===== src/rtl/psg_pkg.sv =====
package psg_pkg;
  localparam logic [1:0] HS_ACK_RCVD = 2'd0;
  localparam logic [1:0] HS_ACK_SENT = 2'd1;
  localparam logic [1:0] XFER_ISO    = 2'd1;

  typedef struct packed {
    logic seqLoad;  // software value load
    logic seqVal;   // value to load
    logic togEn;    // hardware toggle
    logic setupWe;  // setup-class store
    logic xferWe;   // transfer-class store
  } psg_strobe_t;
endpackage


===== src/rtl/psg_ctrl.sv =====
module psg_ctrl
  import psg_pkg::*;
#(
  parameter int NUM_PIPES = 8,
  parameter int NUM_FIFO  = 3,
  parameter int PIPE_W    = 3
) (
  input  logic                       clk,
  input  logic                       rstN,
  input  logic [NUM_PIPES-1:0]       pipeIsTx,
  input  logic [NUM_PIPES-1:0]       pipeBuf,
  input  logic [NUM_PIPES-1:0]       pipeBusy,
  input  logic [NUM_PIPES-1:0]       splitBusy,
  input  logic                       hostMode,
  input  logic                       hsValid,
  input  logic [PIPE_W-1:0]          hsPipe,
  input  logic [1:0]                 hsType,
  input  logic [1:0]                 hsXfer,
  input  logic                       seqClrReq,
  input  logic                       seqSetReq,
  input  logic [PIPE_W-1:0]          seqReqPipe,
  input  logic                       cfgWrEn,
  input  logic                       cfgWrClass,
  input  logic [PIPE_W-1:0]          cfgWrPipe,
  input  logic [NUM_FIFO-1:0]        fifoSelVld,
  input  logic [NUM_FIFO*PIPE_W-1:0] fifoSel,
  output psg_strobe_t                stb,
  output logic [NUM_PIPES-1:0]       cfgWrAllow,
  output logic                       cfgWrOk,
  output logic                       wrErr,
  output logic                       bufClrReq
);
  logic fifoHit, seqReq, seqAcc, seqRej, wrAcc, wrRej, togHit, dirMatch;

  always_comb begin
    fifoHit = 1'b0;
    for (int k = 0; k < NUM_FIFO; k++)
      if (fifoSelVld[k] && fifoSel[k*PIPE_W +: PIPE_W] == cfgWrPipe) fifoHit = 1'b1;
  end

  assign cfgWrAllow = ~pipeBuf & ~pipeBusy & ~({NUM_PIPES{hostMode}} & splitBusy);

  assign seqReq = seqClrReq | seqSetReq;
  assign seqAcc = seqReq & ~pipeBuf[seqReqPipe];
  assign seqRej = seqReq & pipeBuf[seqReqPipe];
  assign wrAcc  = cfgWrEn & cfgWrAllow[cfgWrPipe] & ~(cfgWrClass & fifoHit);
  assign wrRej  = cfgWrEn & ~wrAcc;

  assign dirMatch = pipeIsTx[hsPipe] ? (hsType == HS_ACK_RCVD) : (hsType == HS_ACK_SENT);
  assign togHit   = hsValid & (hsXfer != XFER_ISO) & dirMatch;

  always_comb begin
    stb.seqLoad = seqAcc;
    stb.seqVal  = seqSetReq & ~seqClrReq;
    stb.togEn   = togHit & ~(seqAcc && hsPipe == seqReqPipe);
    stb.setupWe = wrAcc & cfgWrClass;
    stb.xferWe  = wrAcc & ~cfgWrClass;
  end

  always_ff @(posedge clk) begin
    if (!rstN) begin
      cfgWrOk   <= 1'b0;
      wrErr     <= 1'b0;
      bufClrReq <= 1'b0;
    end else begin
      cfgWrOk   <= wrAcc;
      wrErr     <= seqRej | wrRej;
      bufClrReq <= wrAcc & cfgWrClass & (cfgWrPipe == '0);
    end
  end

  AST_BUF_REJECT: assert property (@(posedge clk) disable iff (!rstN)
    (cfgWrEn && (pipeBuf[cfgWrPipe] || pipeBusy[cfgWrPipe])) |=> (wrErr && !cfgWrOk));
  AST_SPLIT_HOLD: assert property (@(posedge clk) disable iff (!rstN)
    (cfgWrEn && hostMode && splitBusy[cfgWrPipe]) |=> wrErr);
  AST_FIFO_LOCK: assert property (@(posedge clk) disable iff (!rstN)
    (cfgWrEn && cfgWrClass && fifoHit) |=> !cfgWrOk);
  AST_BUFCLR_SRC: assert property (@(posedge clk) disable iff (!rstN)
    bufClrReq |-> (cfgWrOk && $past(cfgWrPipe) == '0 && $past(cfgWrClass)));
  AST_SEQ_REJECT: assert property (@(posedge clk) disable iff (!rstN)
    ((seqClrReq || seqSetReq) && pipeBuf[seqReqPipe]) |=> wrErr);
endmodule


===== src/rtl/psg_datapath.sv =====
module psg_datapath
  import psg_pkg::*;
#(
  parameter int NUM_PIPES = 8,
  parameter int CFG_W     = 16,
  parameter int PIPE_W    = 3
) (
  input  logic                 clk,
  input  logic                 rstN,
  input  psg_strobe_t          stb,
  input  logic [PIPE_W-1:0]    seqPipe,
  input  logic [PIPE_W-1:0]    togPipe,
  input  logic [PIPE_W-1:0]    wrPipe,
  input  logic [CFG_W-1:0]     wrData,
  input  logic [PIPE_W-1:0]    rdPipe,
  output logic [NUM_PIPES-1:0] seqQ,
  output logic [CFG_W-1:0]     rdSetup,
  output logic [CFG_W-1:0]     rdXfer
);
  logic [CFG_W-1:0] setupQ [NUM_PIPES];
  logic [CFG_W-1:0] xferQ  [NUM_PIPES];

  for (genvar p = 0; p < NUM_PIPES; p++) begin : g_pipe
    always_ff @(posedge clk) begin
      if (!rstN) begin
        seqQ[p]   <= 1'b0;
        setupQ[p] <= '0;
        xferQ[p]  <= '0;
      end else begin
        if (stb.seqLoad && seqPipe == PIPE_W'(p)) seqQ[p] <= stb.seqVal;
        else if (stb.togEn && togPipe == PIPE_W'(p)) seqQ[p] <= ~seqQ[p];
        if (stb.setupWe && wrPipe == PIPE_W'(p)) setupQ[p] <= wrData;
        if (stb.xferWe && wrPipe == PIPE_W'(p)) xferQ[p] <= wrData;
      end
    end
  end

  assign rdSetup = setupQ[rdPipe];
  assign rdXfer  = xferQ[rdPipe];

  AST_CLR_WINS: assert property (@(posedge clk) disable iff (!rstN)
    (stb.seqLoad && !stb.seqVal) |=> !seqQ[$past(seqPipe)]);
  AST_SETUP_KEEP: assert property (@(posedge clk) disable iff (!rstN)
    (!stb.setupWe) |=> (setupQ[$past(wrPipe)] == $past(setupQ[wrPipe])));
endmodule


===== src/rtl/pipe_seq_guard.sv =====
module pipe_seq_guard
  import psg_pkg::*;
#(
  parameter int NUM_PIPES = 8,
  parameter int CFG_W     = 16,
  parameter int NUM_FIFO  = 3,
  localparam int PIPE_W   = $clog2(NUM_PIPES)
) (
  input  logic                       clk,
  input  logic                       rstN,
  input  logic [NUM_PIPES-1:0]       pipeIsTx,
  input  logic [NUM_PIPES-1:0]       pipeBuf,
  input  logic [NUM_PIPES-1:0]       pipeBusy,
  input  logic [NUM_PIPES-1:0]       splitBusy,
  input  logic                       hostMode,
  input  logic                       hsValid,
  input  logic [PIPE_W-1:0]          hsPipe,
  input  logic [1:0]                 hsType,
  input  logic [1:0]                 hsXfer,
  input  logic                       seqClrReq,
  input  logic                       seqSetReq,
  input  logic [PIPE_W-1:0]          seqReqPipe,
  input  logic                       cfgWrEn,
  input  logic                       cfgWrClass,
  input  logic [PIPE_W-1:0]          cfgWrPipe,
  input  logic [CFG_W-1:0]           cfgWrData,
  input  logic [NUM_FIFO-1:0]        fifoSelVld,
  input  logic [NUM_FIFO*PIPE_W-1:0] fifoSel,
  input  logic [PIPE_W-1:0]          rdPipe,
  output logic [NUM_PIPES-1:0]       seqMon,
  output logic [NUM_PIPES-1:0]       cfgWrAllow,
  output logic                       cfgWrOk,
  output logic                       wrErr,
  output logic                       bufClrReq,
  output logic [CFG_W-1:0]           rdSetup,
  output logic [CFG_W-1:0]           rdXfer
);
  psg_strobe_t stb;

  psg_ctrl #(.NUM_PIPES(NUM_PIPES), .NUM_FIFO(NUM_FIFO), .PIPE_W(PIPE_W)) u_ctrl (
    .clk, .rstN, .pipeIsTx, .pipeBuf, .pipeBusy, .splitBusy, .hostMode,
    .hsValid, .hsPipe, .hsType, .hsXfer, .seqClrReq, .seqSetReq, .seqReqPipe,
    .cfgWrEn, .cfgWrClass, .cfgWrPipe, .fifoSelVld, .fifoSel,
    .stb, .cfgWrAllow, .cfgWrOk, .wrErr, .bufClrReq
  );

  psg_datapath #(.NUM_PIPES(NUM_PIPES), .CFG_W(CFG_W), .PIPE_W(PIPE_W)) u_dp (
    .clk, .rstN, .stb, .seqPipe(seqReqPipe), .togPipe(hsPipe), .wrPipe(cfgWrPipe),
    .wrData(cfgWrData), .rdPipe, .seqQ(seqMon), .rdSetup, .rdXfer
  );

  AST_ISO_HOLD: assert property (@(posedge clk) disable iff (!rstN)
    (hsValid && hsXfer == XFER_ISO && !seqClrReq && !seqSetReq)
      |=> (seqMon[$past(hsPipe)] == $past(seqMon[hsPipe])));
endmodule


===== config.mk =====
export PLATFORM = sky130hd
export DESIGN_NAME = pipe_seq_guard
export DESIGN_NICKNAME = d
export VERILOG_FILES = /design/src/rtl/psg_pkg.sv /design/src/rtl/psg_ctrl.sv /design/src/rtl/psg_datapath.sv /design/src/rtl/pipe_seq_guard.sv
export SDC_FILE = /design/constraint.sdc
export NUM_CORES = 1
export LEC_CHECK = 0
export BUFFER_PORTS_ARGS = -buffer_cell sky130_fd_sc_hd__buf_2
export CORE_MARGIN = 2
export CORE_UTILIZATION = 40
export CTS_BUF_LIST = sky130_fd_sc_hd__clkbuf_4 sky130_fd_sc_hd__clkbuf_8
export DETAILED_ROUTE_END_ITERATION = 16
export PLACE_DENSITY = 0.69
export SYNTH_ARGS = -nofsm -noshare
export SYNTH_HDL_FRONTEND = slang
export SYNTH_HIERARCHICAL = 1
export SYNTH_SLANG_ARGS = --single-unit

===== constraint.sdc =====
create_clock -name clk -period 6 [get_ports clk]
set_clock_uncertainty 0.15 [all_clocks]
set_input_delay 0.6 -clock clk [delete_from_list [all_inputs] [get_ports clk]]
set_output_delay 0.6 -clock clk [all_outputs]
set_load 0.005 [all_outputs]

==> metrics <==
outcome completed; largest net degree at the start of global routing 45; Worst Reg-to-Reg Cells 2; cell mode on critical path buf_4; Seq pwr share 0.523; CTS tree built; worst hold path class input pin to flop; hold path cells 2; Setup WS post-layout 2.45 ns; ratio of cells with drive above 1 in the final layout 0.307; gr ovfl total 0; Layout Nets 1047; CTS Root Buffer Type clkbuf_8; core area 31600 µm²; Final Non-Filler Cells 1400; Final Max Tran Viols 0; hold buffers post-CTS 0; slew margin rel. 0.118; Worst-Skew Late Latency 0.54 ns; Post-DRT Antenna Nets 0; top cell type's share of synthesized area 0.601; CP Cell Sequence buf_4, buf_4, mux4_1, mux2_2, buf_2; crit end category output pin; Bufs on Longest Clock Path 3; Synth Net Count 912; first-pass GRT wire length 45900 µm; final setup fails 0; total power 0.00415 W; area leader, netlist edfxtp_1; final core occ 0.467; Leak 5.40 nW; ANT cells 0; FILL cells 2749; final WL 29900 µm; FFs w/ async S/R, synth 0; Initial Util 0.406; fin crit period 3.55 ns; number of distinct library cells after synthesis 44; Reg clk slew, reported paths 0.05 ns; critical path type input pin to output pin; Place WS 2.10 ns; num rows 65; Max Fclk 0.282 GHz; Combinational Power Share 0.089; CP Launch Type input pin; Starting DRT DRC Count 698; input/output buffers 134; # resized after CTS 0; vias in the first global route 7877; slowest cell on the critical path mux4_1; TritonCTS sink count 267; DR DRC count 0; DP HPWL 18100 µm; RSZ-0062 raised after global routing false; number of synthesized flops with an enable pin 256; sequential fraction of the synthesis area 0.618; CP Max Fanout 44; Area contributors post-synth edfxtp_1 60%, and2_1 13%, mux4_1 7.6%, mux4_2 5.6%, mux2_2 2.8%; Pre-antenna DRT Iters 5; IR drop worst, VDD 0.000117 V; Top FF cell, synth edfxtp_1; cell-internal power 0.00323 W; Critical Path RT 5.25 ns; GRT Util Overall 0.182; cell count after synthesis 828; vias per inst 5.33; NetSw 0.000924 W; fin crit share 0.591; #FFs+latches synth 267; Yosys Warn Count 6; CP max stage delay 0.65 ns; DIE AREA 33400 µm²; switch share 0.223; Mean Syn Cell Area 15.5 µm²; Die H 183 µm; Pwr Density 282 nW/µm²; Worst Tran Pin Value 1.32 ns; crit path DAT 2.80 ns; Post-Syn Area 12800 µm²; clock share of power 0.388; max cap viols 0; placed cells 1318; postcts setup bufs 0; antenna violations before repair 0; I/O pin cnt 135; area grow syn2layout 15.1%; Setup TNS Final 0 ns; GPL Wtd Cong 0.763; DR WL/cell 21.4 µm; Die X 183 µm; CTS Buf Count 45; H-tree depth 2; DR vias 7456; Final Hold Viols 0
[metrics by stage]
stage                     hold slack [ns]  area (µm²)
after floorplan                     0.403       12800
after global placement              0.398       13800
after detailed placement            0.397       13800
after CTS                           0.217       14700
after global routing                0.231       14700
final                               0.234       14700
[cell families (layout without fill, tap and decap cells)]
logic type | after synthesis | in the layout | share of synthesized area
compound gates | 46 | 46 | 0.0232
xor+xnor | 21 | 21 | 0.0144
buf+inv | 64 | 234 | 0.0251
flops | 267 | 267 | 0.618
mux | 104 | 104 | 0.163
simple gates | 326 | 326 | 0.157
[cells in the final DEF, fill, tap and decap left out, drive strengths merged, types with 8 or more instances in the layout]
cell      n
a211oi    9
and2    257
buf     148
clkbuf   70
clkinv   10
dfxtp    11
edfxtp  256
mux2     32
mux4     69
nor2     21
o21ai    22
xnor2    13
xor2      8
[flip-flops by register name, indices dropped and copies added, names as in the netlist]
| register | cells |
|---|---|
| u_ctrl/bufClrReq | 1 |
| u_ctrl/cfgWrOk | 1 |
| u_ctrl/wrErr | 1 |
| u_dp/seqQ | 8 |
| u_dp/setupQ | 128 |
| u_dp/xferQ | 128 |
[final timing paths]
| check | slack, ns | start | end |
|---|---|---|---|
| min | 0.23 | cfgWrEn | u_ctrl/wrErr |
| max reg2reg | 5.02 | u_dp/seqQ[1] | u_dp/seqQ[1] |
| min reg2reg | 0.42 | u_dp/seqQ[2] | u_dp/seqQ[2] |
| max | 2.45 | rdPipe[1] | rdXfer[8] |
[final cells by class]
| cell class | count | area, µm² | area share |
|---|---|---|---|
| clock inverters | 12 | 75.1 | 0.00510 |
| flip-flops and latches | 267 | 7910 | 0.537 |
| clock buffers | 70 | 826 | 0.0561 |
| repair buffers | 148 | 778 | 0.0529 |
| inverters | 4 | 15.0 | 0.00102 |
| well taps | 402 | 503 | 0.0342 |
| multi-input cells | 497 | 4620 | 0.314 |
[power groups by stage]
stage / logic (W) / registers, W / clock network, W
after floorplan: 0.000225 / 0.00220 / 0
after global placement: 0.000370 / 0.00220 / 0
after detailed placement: 0.000374 / 0.00221 / 0
after CTS: 0.000376 / 0.00217 / 0.00165
after global routing: 0.000399 / 0.00218 / 0.00173
final: 0.000369 / 0.00217 / 0.00161
[worst max-delay path: cells and delay by family]
family | cells | cell delay (ns)
buffers and inverters | 3 | 1.25
multiplexers | 2 | 0.93
[cells in the mapped netlist (5+ instances only)]
cell type / n
a211oi_1: 7
a21oi_1: 6
and2_1: 257
buf_1: 8
buf_6: 8
clkbuf_1: 33
dfxtp_1: 11
edfxtp_1: 256
mux2_2: 32
mux4_1: 37
mux4_2: 32
nand2b_1: 6
nand3_1: 6
nand3b_1: 6
nand4_1: 5
nor2_1: 21
o21ai_0: 22
xnor2_1: 13
xor2_1: 8
[metal layers]
layer / up-vias / part of all wire / GRT usage
li1: 3400 / - / -
met1: 3698 / 0.42 / 0.246
met2: 316 / 0.48 / 0.307
met3: 42 / 0.085 / 0.0397
met4: 0 / 0.012 / 0.0362
met5: - / 0 / 0
(Power assumes the default switching activity.)
